<file path="src/rtl/cec_rxf_pkg.sv">
package cec_rxf_pkg;
  // Destination address width on the bus header
  localparam int unsigned ADDR_W  = 4;
  // All-ones address is the broadcast address
  localparam int unsigned BCAST_A = (1 << ADDR_W) - 1;
  // One own-address bit per non-broadcast logical address
  localparam int unsigned N_OWN   = BCAST_A;

  typedef struct packed {
    logic              full_listen;
    logic              stop_on_rise;
    logic              rise_eb_en;
    logic              long_eb_en;
    logic              bcast_quiet;
    logic [N_OWN-1:0]  own_map;
  } rxf_cfg_t;

  typedef struct packed {
    logic rise;
    logic short_p;
    logic long_p;
  } rxf_err_t;
endpackage

</file>
<file path="src/rtl/cec_rxf_addr_match.sv">
module cec_rxf_addr_match
  import cec_rxf_pkg::*;
(
  input  logic [ADDR_W-1:0] dst,
  input  logic [N_OWN-1:0]  own_map,
  input  logic              full_listen,
  output logic              hit_own,
  output logic              is_bcast,
  output logic              take
);
  logic [N_OWN-1:0] hit_vec;

  // one comparator per logical address
  for (genvar k = 0; k < N_OWN; k++) begin : g_slot
    assign hit_vec[k] = own_map[k] && (dst == ADDR_W'(k));
  end

  always_comb begin
    is_bcast = (dst == ADDR_W'(BCAST_A));
    hit_own  = |hit_vec;
    take     = is_bcast || hit_own || full_listen;
  end
endmodule

</file>
<file path="src/rtl/cec_rxf_session.sv">
module cec_rxf_session
  import cec_rxf_pkg::*;
(
  input  logic clk,
  input  logic rst_n,
  input  logic hdr_vld,
  input  logic take,
  input  logic hit_own,
  input  logic is_bcast,
  input  logic close_req,
  output logic sess_acc,
  output logic sess_ack,
  output logic sess_bc
);
  logic acc_nxt, ack_nxt, bc_nxt, upd_en;

  always_comb begin
    upd_en  = hdr_vld || close_req;
    acc_nxt = 1'b0;
    ack_nxt = 1'b0;
    bc_nxt  = 1'b0;
    if (hdr_vld) begin
      acc_nxt = take;
      ack_nxt = hit_own && !is_bcast;
      bc_nxt  = is_bcast;
    end
  end

  always_ff @(posedge clk or negedge rst_n) begin
    if (!rst_n) begin
      sess_acc <= 1'b0;
      sess_ack <= 1'b0;
      sess_bc  <= 1'b0;
    end else if (upd_en) begin
      sess_acc <= acc_nxt;
      sess_ack <= ack_nxt;
      sess_bc  <= bc_nxt;
    end
  end

  a_r4_ack_needs_accept: assert property (@(posedge clk) disable iff (!rst_n)
    sess_ack |-> sess_acc);

  a_r3_bcast_no_ack: assert property (@(posedge clk) disable iff (!rst_n)
    sess_bc |-> !sess_ack);
endmodule

</file>
<file path="src/rtl/cec_rxf_errpol.sv">
module cec_rxf_errpol
  import cec_rxf_pkg::*;
(
  input  logic     clk,
  input  logic     rst_n,
  input  logic     sess_acc,
  input  logic     sess_bc,
  input  rxf_err_t err,
  input  rxf_cfg_t cfg,
  output logic     stop_req,
  output logic     stop_rx,
  output logic     errbit_gen
);
  logic rise_eb, long_eb, short_eb, eb_nxt;

  always_comb begin
    if (sess_bc) begin
      // broadcast override replaces the per-fault enables
      rise_eb  = !cfg.bcast_quiet && cfg.stop_on_rise;
      long_eb  = !cfg.bcast_quiet;
      short_eb = !(cfg.bcast_quiet && cfg.full_listen);
    end else begin
      rise_eb  = cfg.rise_eb_en && cfg.stop_on_rise;
      long_eb  = cfg.long_eb_en;
      short_eb = 1'b1;
    end
    stop_req = sess_acc && err.rise && cfg.stop_on_rise;
    eb_nxt   = sess_acc && ((err.rise    && rise_eb) ||
                            (err.long_p  && long_eb) ||
                            (err.short_p && short_eb));
  end

  always_ff @(posedge clk or negedge rst_n) begin
    if (!rst_n) begin
      stop_rx    <= 1'b0;
      errbit_gen <= 1'b0;
    end else begin
      stop_rx    <= stop_req;
      errbit_gen <= eb_nxt;
    end
  end

  a_r11_one_fault: assert property (@(posedge clk) disable iff (!rst_n)
    $countones({err.rise, err.short_p, err.long_p}) <= 1);

  a_r11_eb_after_fault: assert property (@(posedge clk) disable iff (!rst_n)
    errbit_gen |-> $past(err.rise || err.short_p || err.long_p));

  a_r2_eb_needs_session: assert property (@(posedge clk) disable iff (!rst_n)
    errbit_gen |-> $past(sess_acc));

  a_r5_stop_cause: assert property (@(posedge clk) disable iff (!rst_n)
    stop_rx |-> $past(err.rise && cfg.stop_on_rise));

  a_r9_quiet_bcast: assert property (@(posedge clk) disable iff (!rst_n)
    (errbit_gen && $past(sess_bc && cfg.bcast_quiet)) |->
      $past(err.short_p && !cfg.full_listen));
endmodule

</file>
<file path="src/rtl/cec_rx_filter.sv">
module cec_rx_filter
  import cec_rxf_pkg::*;
(
  input  logic              clk,
  input  logic              rst_n,
  input  logic              hdr_vld,
  input  logic [ADDR_W-1:0] hdr_dst,
  input  logic              msg_done,
  input  logic              err_rise,
  input  logic              err_short,
  input  logic              err_long,
  input  logic              cfg_full_listen,
  input  logic [N_OWN-1:0]  cfg_own_map,
  input  logic              cfg_stop_on_rise,
  input  logic              cfg_rise_eb_en,
  input  logic              cfg_long_eb_en,
  input  logic              cfg_bcast_quiet,
  output logic              accept,
  output logic              ack_drive,
  output logic              stop_rx,
  output logic              errbit_gen
);
  rxf_cfg_t cfg;
  rxf_err_t err;
  logic hit_own, is_bcast, take, stop_req, sess_bc;

  always_comb begin
    cfg.full_listen  = cfg_full_listen;
    cfg.stop_on_rise = cfg_stop_on_rise;
    cfg.rise_eb_en   = cfg_rise_eb_en;
    cfg.long_eb_en   = cfg_long_eb_en;
    cfg.bcast_quiet  = cfg_bcast_quiet;
    cfg.own_map      = cfg_own_map;
    err.rise         = err_rise;
    err.short_p      = err_short;
    err.long_p       = err_long;
  end

  cec_rxf_addr_match u_match (
    .dst         (hdr_dst),
    .own_map     (cfg_own_map),
    .full_listen (cfg_full_listen),
    .hit_own     (hit_own),
    .is_bcast    (is_bcast),
    .take        (take)
  );

  cec_rxf_session u_sess (
    .clk       (clk),
    .rst_n     (rst_n),
    .hdr_vld   (hdr_vld),
    .take      (take),
    .hit_own   (hit_own),
    .is_bcast  (is_bcast),
    .close_req (msg_done || stop_req),
    .sess_acc  (accept),
    .sess_ack  (ack_drive),
    .sess_bc   (sess_bc)
  );

  cec_rxf_errpol u_pol (
    .clk        (clk),
    .rst_n      (rst_n),
    .sess_acc   (accept),
    .sess_bc    (sess_bc),
    .err        (err),
    .cfg        (cfg),
    .stop_req   (stop_req),
    .stop_rx    (stop_rx),
    .errbit_gen (errbit_gen)
  );

  a_r5_stop_closes: assert property (@(posedge clk) disable iff (!rst_n)
    stop_rx |-> !accept);

  a_r12_done_closes: assert property (@(posedge clk) disable iff (!rst_n)
    ($past(msg_done) && !$past(hdr_vld)) |-> !accept);
endmodule

</file>
<file path="config.mk">
export PLATFORM = sky130hd
export DESIGN_NAME = cec_rx_filter
export DESIGN_NICKNAME = d
export VERILOG_FILES = /design/src/rtl/cec_rxf_pkg.sv /design/src/rtl/cec_rxf_addr_match.sv /design/src/rtl/cec_rxf_session.sv /design/src/rtl/cec_rxf_errpol.sv /design/src/rtl/cec_rx_filter.sv
export SDC_FILE = /design/constraint.sdc
export NUM_CORES = 1
export LEC_CHECK = 0
export BUFFER_PORTS_ARGS = -buffer_cell sky130_fd_sc_hd__buf_2
export CAP_MARGIN = 0
export CORE_AREA = 2 2 39 41
export DETAILED_ROUTE_END_ITERATION = 12
export DIE_AREA = 0 0 41 43
export MAX_ROUTING_LAYER = met4
export SLEW_MARGIN = 15
export SYNTH_ARGS = -nofsm -noshare
export SYNTH_HDL_FRONTEND = slang
export SYNTH_SLANG_ARGS = --single-unit
</file>
<file path="constraint.sdc">
create_clock -name clk -period 1.1 [get_ports clk]
set_input_delay 0.22 -clock clk [delete_from_list [all_inputs] [get_ports clk]]
set_output_delay 0.22 -clock clk [all_outputs]
set_load 0.01 [all_outputs]
</file>
# Word level (Yosys, flattened, before mapping)
# Index checks and enable logic that the tools add are counted.
[classes]
addsub = 0
mul = 0
n_div = 0
order_cmp = 0
n_eq_ne = 15
n_shift = 0
mux = 6
n_bitwise = 0
n_reduce_logical = 36
[ops]
columns = ["cell", "n"]
rows = [
  ["$eq A4 B4 Y1 const B", 8],
  ["$logic_and A1 B1 Y1", 25],
  ["$eq A4 B3 Y1 const B", 4],
  ["$reduce_or A15 Y1", 1],
  ["$eq A4 B2 Y1 const B", 2],
  ["$logic_or A1 B1 Y1", 6],
  ["$mux W1", 6],
  ["$eq A4 B1 Y1 const B", 1],
  ["$logic_not A4 Y1", 1],
  ["$logic_not A1 Y1", 3],
]
[totals]
ff_bits = 5
latch_bits = 0
ramBits = 0
romBits = 0
input_bits = 31
word_cells = 62
n_memories = 0

# Depth between registers and ports, before layout
# Gate-level depths: netlist of run 1.
[logic_depth]
word_depth = 7
ltp_mapped = 5

# By module
# From an unflattened synthesis of run 1, not the netlist that was laid out.
[hier_totals]
hier_cells = 40
area_unflattened_um2 = 391.6
[by_module_without_submodules]
columns = ["module", "n_inst", "cells_each", "area_per_inst_um2", "seq_area_each_um2"]
rows = [
  ["cec_rxf_addr_match", 1, 22, 181.4, 0.0],
  ["cec_rxf_session", 1, 8, 112.6, 75.1],
  ["cec_rxf_errpol", 1, 9, 91.3, 50.0],
  ["cec_rx_filter", 1, 1, 6.3, 0.0],
]

# Least setup slack after synthesis of run 1
# Ideal clock, no wire load.
[synth_timing]
path_kind = "input -> register"
startpoint = "in hdr_dst[0]"
endpoint = "reg u_sess.sess_acc"
setup_time_ps = 141
arrival_ps = 1162
t_required_ps = 959
slack_ps = -203
cell_stages = 5
path_cell_list = "buf_6 > mux4_1 > mux2i_1 > or2_2 > a41oi_1"
[synth_between]
elab_chain_cells = 6
[synth_rtl]
columns = ["item", "line_no", "rtl"]
rows = [
  ["from (decl)", "cec_rx_filter.sv:7", "input logic [ADDR_W-1:0] hdr_dst,"],
  ["$eq A4 B1 Y1 (tied with other cells)", "cec_rxf_addr_match.sv:15", "assign hit_vec[k] = own_map[k] && (dst == ADDR_W'(k));"],
  ["$logic_and A1 B1 Y1", "cec_rxf_addr_match.sv:15", ""],
  ["$reduce_or A15 Y1", "cec_rxf_addr_match.sv:20", "hit_own = |hit_vec;"],
  ["$logic_or A1 B1 Y1 (*) (2 in series)", "cec_rxf_addr_match.sv:21", "take = is_bcast || hit_own || full_listen;"],
  ["$mux W1 (*)", "cec_rxf_session.sv:22", "if (hdr_vld) begin"],
  ["to (signal assigned)", "cec_rxf_session.sv:35", "sess_acc <= acc_nxt;"],
  ["to (decl)", "cec_rxf_session.sv:11", "output logic sess_acc,"],
]
# Mark *: on every way between the ends. The rest lies on a longest branch, timed or not.
# A chain may end at the register's enable or synchronous reset.

# Worst setup path after layout of run 1
# Same ends and word-level chain as after synthesis.

==> impl_metrics.toml, run 1 <==
[final_layout]
layout.area.seq_um2 = 125.1
layout_common_cells = "buf_2, nand2_1, dfrtp_1, buf_4"
antenna_cells = 0
n_fill_cell = 145
layout.nets = 113
layout_commonest_cell = "buf_2"
drive_gt1_share_pct = 59.26
multi_input_area_um2 = 245.2
utilization_pct = 47.56
syn_to_final_growth_pct = 71.34

[floorplan]
start_util_pct = 27.76
die-height_um = 43
fp.dieW_um = 41
rows = 14
dieArea_mm2 = 0.001763
ioPinCount = 35
fp.coreArea_mm2 = 0.001384

[clock_tree]
cts_tree = "yes"
cts_sinks = 5
clock-root-buffer = "clkbuf_4"
clk_pin_slew_worst_paths_ns = 0.04
clk_latency_ns = 0.24
htree_levels = 1
cts_max_path_buffers = 2
cts_buffers = 3

[setup_path]
path_max_fanout = 4
crit_type = "input pin to register"
worstPathCellList = "buf_8 > mux4_2 > mux2i_1 > or2_4 > a41oi_2"
crit_slowest_cell = "mux4_2"
required_ns = 1.21
crit_buf_inv = 1
cpLargestDelayFamily = "multiplexers"
crit_path_start_kind = "input pin"
cp_slowest_stage_delay_ns = 0.48
path_depth = 5
cp.arrival_ns = 1.18
cp-startpoint = "hdr_dst[0]"
regToRegStartpoint = "u_sess.sess_acc$_DFFE_PN0P_"
end_kind = "register"
r2r_cells = 4

[power]
switchingPower_w = 0.0001598
p_int_w = 0.0004579
power.clock.fraction_pct = 34.6
p_leak_nw = 0.3358
p_seq_share_pct = 33.4
pwr-share-comb_pct = 32.0
p_sw_share_pct = 25.86
irDropWorstVdd_mv = 0.4256
power-per-cell-area_mw_per_mm2 = 938.6

[logic_synthesis]
netlist_area_um2 = 384.1
yosysTopAreaCell = "dfrtp_1"
synth_fp_nets = 69
synth_top_cell_area_share_pct = 32.57
ys.warnings.count = 0
ys_types = 20
avgSynthCellArea_um2 = 10.11
synthCells = 38
synth_sequential_area_ratio_pct = 32.57
synthTopCellsByArea = "dfrtp_1, mux4_1, mux2i_1, a31oi_1, nand2_1"
yosys_register_bits = 5

[worst_hold_path]
hold_class = "input pin to register"
hold_depth = 2
min_from = "hdr_vld"

[timing]
grt_setup_unrepaired = "true"
fmax_mhz = 933.8
setup_viol = 0
worst_pin_slew_ns = 0.2316
fin_crit_sh_pct = 97.35
drv_slew = 0
hold_violations = 0
relSlewSlack_pct = 84.49
min_period_ns = 1.071
fin_ws_ns = 0.02910
finClkSkew_ns = 0.002167

[route]
num_vias = 466
dr.pass1.iters = 4
first_iter_violations = 4
vias_per_cell = 4.804
routed_wl_um = 1044
post_drt_wl_per_cell_um = 10.76
drtAntennaViolNets = 0
drc = 0

[placed_design]
gp_congestion = 0.6529
dp_slack_ns = -0.3216
io_buffer_count = 34
dp_hpwl_um = 937.9

[grt]
antenna_found_initial = 0
grt_pass1_vias = 489
grt_pass1_wl_um = 1718
grt_max_degree = 7
grt_overflow = 0
grt_usage_pct = 14.85

[outcome]
status = "completed"

[flow_run]
drv_cap = 0
==> final cells by class <==
type	count	share of cell area (%)
multi-input combinational	31	37.26
timing repair buffer	40	36.12
sequential	5	19.01
clock buffer	4	3.992
tap	16	3.042
inverter	1	0.5703
==> logic make-up (layout without fill, tap and decap cells) <==
| group | Yosys count | in the layout | synth area share [%] |
|---|---|---|---|
| buffers and inverters | 2 | 45 | 3.908 |
| AO/OA/AOI/OAI | 10 | 10 | 16.29 |
| multiplexers | 5 | 5 | 25.73 |
| AND/OR/NAND/NOR | 16 | 16 | 21.50 |
| flip-flops | 5 | 5 | 32.57 |
==> synth_stat cells <==
library cell  n
o21ai_0       2
and2_1        1
nand3b_1      1
or2_2         1
a21boi_0      1
nand2b_1      2
nand2_1       5
mux2i_1       2
mux4_1        3
inv_1         1
a41oi_1       1
o211ai_1      1
buf_6         1
nor2b_1       1
nand3_1       1
a31oi_1       3
and3_1        2
nor2_1        2
a21oi_1       2
dfrtp_1       5
==> stage by stage <==
stage          instance area (um^2)  setup TNS (ns)  instances  hold slack [ns]  total power, W
2_1_floorplan                 379.1         -0.3097         38         -0.07559       0.0002872
3_3_place_gp                  584.3         -0.5092         91          0.03770       0.0003796
3_5_place_dp                  584.3         -0.5967         91          0.03462       0.0003854
4_1_cts                       633.1               0         96           0.2491       0.0006202
5_1_grt                       658.1        -0.01871         97           0.2805       0.0006680
6_report                      658.1               0         97           0.2633       0.0006177
==> power groups by stage <==
stage | Combinational [W] | Sequential (W) | Clock (W)
5_1_grt | 0.000221 | 0.000208 | 0.000239
3_3_place_gp | 0.000172 | 0.000208 | 0
2_1_floorplan | 0.0000711 | 0.000216 | 0
3_5_place_dp | 0.000177 | 0.000208 | 0
4_1_cts | 0.000188 | 0.000206 | 0.000227
6_report | 0.000198 | 0.000206 | 0.000214
==> layer usage <==
| layer | vias to the layer above | wire [um] | GRT usage, % |
|---|---|---|---|
| met1 | 207 | 320 | 13.91 |
| met2 | 30 | 581 | 25.94 |
| met5 | - | 0 | - |
| met3 | 0 | 142 | 6.283 |
| met4 | 0 | 0 | 4.000 |
| li1 | 229 | - | - |
==> flip-flops by register name (all words and copies together) (netlist names) <==
| name | flops |
|---|---|
| u_pol.errbit_gen | 1 |
| u_pol.stop_rx | 1 |
| u_sess.sess_acc | 1 |
| u_sess.sess_ack | 1 |
| u_sess.sess_bc | 1 |
==> worst paths after layout <==
kind	end	slack [ns]
hold reg to reg	u_sess.sess_bc$_DFFE_PN0P_	0.58
max in group asynchronous	u_sess.sess_ack$_DFFE_PN0P_	0.66
hold / removal	u_sess.sess_ack$_DFFE_PN0P_	0.26
min in group asynchronous	u_pol.stop_rx$_DFF_PN0_	0.32
setup / recovery	u_sess.sess_acc$_DFFE_PN0P_	0.03
setup reg to reg	u_sess.sess_ack$_DFFE_PN0P_	0.09
==> repair_timing <==
action,4_1_cts,5_1_grt
endpoints found under the setup margin,3,3
setup buffers,0,1
hold buffers,1,0
gates resized for setup,3,4
endpoints found under the hold margin,5,0
pin swaps,1,2
Note: power is estimated with default switching activity, not from simulation.
==> inputs of run 2 (changes only) <==
--- a/config.mk
+++ b/config.mk
@@ -5,12 +5,14 @@
 export SDC_FILE = /design/constraint.sdc
 export NUM_CORES = 1
 export LEC_CHECK = 0
+export ABC_AREA = 1
 export BUFFER_PORTS_ARGS = -buffer_cell sky130_fd_sc_hd__buf_2
 export CAP_MARGIN = 0
 export CORE_AREA = 2 2 39 41
 export DETAILED_ROUTE_END_ITERATION = 12
 export DIE_AREA = 0 0 41 43
 export MAX_ROUTING_LAYER = met4
+export PLACE_DENSITY = 0.71
 export SLEW_MARGIN = 15
 export SYNTH_ARGS = -nofsm -noshare
 export SYNTH_HDL_FRONTEND = slang
==> impl_metrics.toml, run 2 <==
[outcome]
status = "completed"

[timing]
drv_slew = 0
fin_ws_ns = 0.07957
fin_crit_sh_pct = 92.77
min_period_ns = 1.020
fmax_mhz = 980.0
relSlewSlack_pct = 82.24
fin_tns_setup_ns = 0
finClkSkew_ns = 0.0009811
whs_ns = 0.2322
worst_pin_slew_ns = 0.2644
setup_viol = 0
grt_setup_unrepaired = "false"
hold_violations = 0

[power]
power_w = 0.0006082
power-per-cell-area_mw_per_mm2 = 874.3
p_int_w = 0.0004287
p_seq_share_pct = 33.8
pwr-share-comb_pct = 32.0
irDropWorstVdd_mv = 0.3820
switchingPower_w = 0.0001795
p_sw_share_pct = 29.51
p_leak_nw = 0.4294
power.clock.fraction_pct = 34.2

[final_layout]
layout.nets = 150
n_fill_cell = 145
layout_common_cells = "buf_2, nand2_1, nand3_1, inv_1, nor2_1"
layout_commonest_cell = "buf_2"
antenna_cells = 0
drive_gt1_share_pct = 38.14
syn_to_final_growth_pct = 49.87
utilization_pct = 50.27

[route]
first_iter_violations = 6
dr.pass1.iters = 4
drc = 0
vias_per_cell = 4.455
num_vias = 597
routed_wl_um = 1226
post_drt_wl_per_cell_um = 9.149
drtAntennaViolNets = 0

[setup_path]
crit_buf_inv = 2
worstPathCellList = "inv_1 > nor3_2 > inv_1 > nand3_1 > o21ai_0"
cp_slowest_stage_delay_ns = 0.35
required_ns = 1.22
r2r-end = "u_sess.sess_bc$_DFFE_PN0P_"
path_depth = 5
crit_type = "register to register"
cp-endpoint = "u_sess.sess_bc$_DFFE_PN0P_"
end_kind = "register"
crit_path_start_kind = "register"
cpLargestDelayFamily = "flip-flops"
rrSetupSlack_ns = 0.08
regToRegStartpoint = "u_sess.sess_acc$_DFFE_PN0P_"
path_max_fanout = 3
crit_path_frequent_cell = "inv_1"
cp.arrival_ns = 1.14
cp-startpoint = "u_sess.sess_acc$_DFFE_PN0P_"
r2r_cells = 5
crit_slowest_cell = "dfrtp_1"

[clock_tree]
clk_pin_slew_worst_paths_ns = 0.04
htree_levels = 1
clock-root-buffer = "clkbuf_4"
cts_max_path_buffers = 2
cts_sinks = 5
clk_latency_ns = 0.24
postCtsSetupBuffers = 0
cts_tree = "yes"
cts_buffers = 3

[logic_synthesis]
netlist_area_um2 = 464.2
synthMostInstantiatedCell = "nand2_1"
synth_top_cell_area_share_pct = 26.95
synth_sequential_area_ratio_pct = 26.95
yosys_register_bits = 5
synthCells = 78
yosysTopAreaCell = "dfrtp_1"
synthArstFlopShare_pct = 100.0
avgSynthCellArea_um2 = 5.951
synthFlopType = "dfrtp_1"
synth_fp_nets = 109
ys_top_cells_by_count = "nand2_1, nand3_1, inv_1"
ys_types = 17
synth_edf_count = 0
synthTopCellsByArea = "dfrtp_1, nand3_1, nand2_1, inv_1, nor2_1"
ys.warnings.count = 0

[floorplan]
fp.coreArea_mm2 = 0.001384
start_util_pct = 33.54
ioPinCount = 35
die-height_um = 43
rows = 14
dieArea_mm2 = 0.001763
fp.dieW_um = 41

[flow_run]
drv_cap = 0

[worst_hold_path]
hold_class = "input pin to register"
min_from = "hdr_vld"

[placed_design]
dp_hpwl_um = 1040
gp_congestion = 0.7314
dp_slack_ns = -0.09140
io_buffer_count = 34

[grt]
antenna_found_initial = 0
grt_usage_pct = 14.71
grt_pass1_wl_um = 1731
grt_max_degree = 10
grt_pass1_vias = 514
grt_overflow = 0
[run 2: changes by cell type after synthesis, moves of 2 or more]
| cell | previous run | this run |
|---|---|---|
| nand3_1 | 1 | 15 |
| nand2_1 | 5 | 18 |
| inv_1 | 1 | 13 |
| nor2_1 | 2 | 12 |
| mux4_1 | 3 | 0 |
| nor3_1 | 0 | 3 |
| a21oi_1 | 2 | 0 |
| a31oi_1 | 3 | 1 |
| and3_1 | 2 | 0 |
| mux2i_1 | 2 | 0 |
| nand2b_1 | 2 | 0 |
[run 2: routing by layer]
layer | track usage (%) | up-vias | wire length [um]
met1 | 12.54 | 243 | 459
li1 | - | 323 | -
met3 | 1.571 | 0 | 121
met2 | 28.75 | 31 | 645
met5 | - | - | 0
met4 | 6.000 | 0 | 0
[run 2: how the worst min path moves through the flow]
| stage | endpoint | slack, ns | depth (start not counted) |
|---|---|---|---|
| 3_5_place_dp | u_pol.errbit_gen$_DFF_PN0_ | 0.04 | 1 |
| 5_1_grt | u_sess.sess_acc$_DFFE_PN0P_ | 0.23 | 3 |
| 6_report | u_sess.sess_acc$_DFFE_PN0P_ | 0.23 | 3 |
| 3_3_place_gp | u_pol.stop_rx$_DFF_PN0_ | 0.04 | 1 |
| 2_1_floorplan | u_pol.errbit_gen$_DFF_PN0_ | -0.08 | 0 |
| 4_1_cts | u_sess.sess_acc$_DFFE_PN0P_ | 0.22 | 3 |
[run 2: what timing repair did]
item	in CTS	in global routing
endpoints found under the setup margin	0	2
hold endpoints to repair	5	0
hold buffers	1	0
gates resized for setup	0	1
[run 2: cell type report]
class | count | area, um^2 | area share [%]
clock buffers | 4 | 26.28 | 3.777
well taps | 16 | 20.02 | 2.878
multi-input cells | 56 | 262.8 | 37.77
inverters | 15 | 58.81 | 8.453
repair buffers | 38 | 202.7 | 29.14
flip-flops and latches | 5 | 125.1 | 17.99
[run 2: metrics by stage]
step                cells  area, um^2
floorplan              78       464.2
global placement      129       654.4
detailed placement    129       654.4
CTS                   134       690.7
global route          134       695.7
finish                134       695.7
[run 2: kinds of logic after synthesis]
logic type	Yosys count	synth area share (%)
AO/OA/AOI/OAI	5	6.739
buffers and inverters	17	17.52
flip-flops	5	26.95
AND/OR/NAND/NOR	51	48.79
[run 2: worst reg2reg max path, cell delays in order (launching register included)]
cell and delay [ns]:
dfrtp_1 0.35, inv_1 0.08, nor3_2 0.21, inv_1 0.08, nand3_1 0.10, o21ai_0 0.08
[run 2: power groups by stage]
stage	clock, W	combinational [W]	sequential, W
6_report	0.000208	0.000195	0.000206
2_1_floorplan	0	0.0000945	0.000216
5_1_grt	0.000228	0.000222	0.000208
3_5_place_dp	0	0.000190	0.000208
3_3_place_gp	0	0.000186	0.000208
4_1_cts	0.000221	0.000194	0.000206
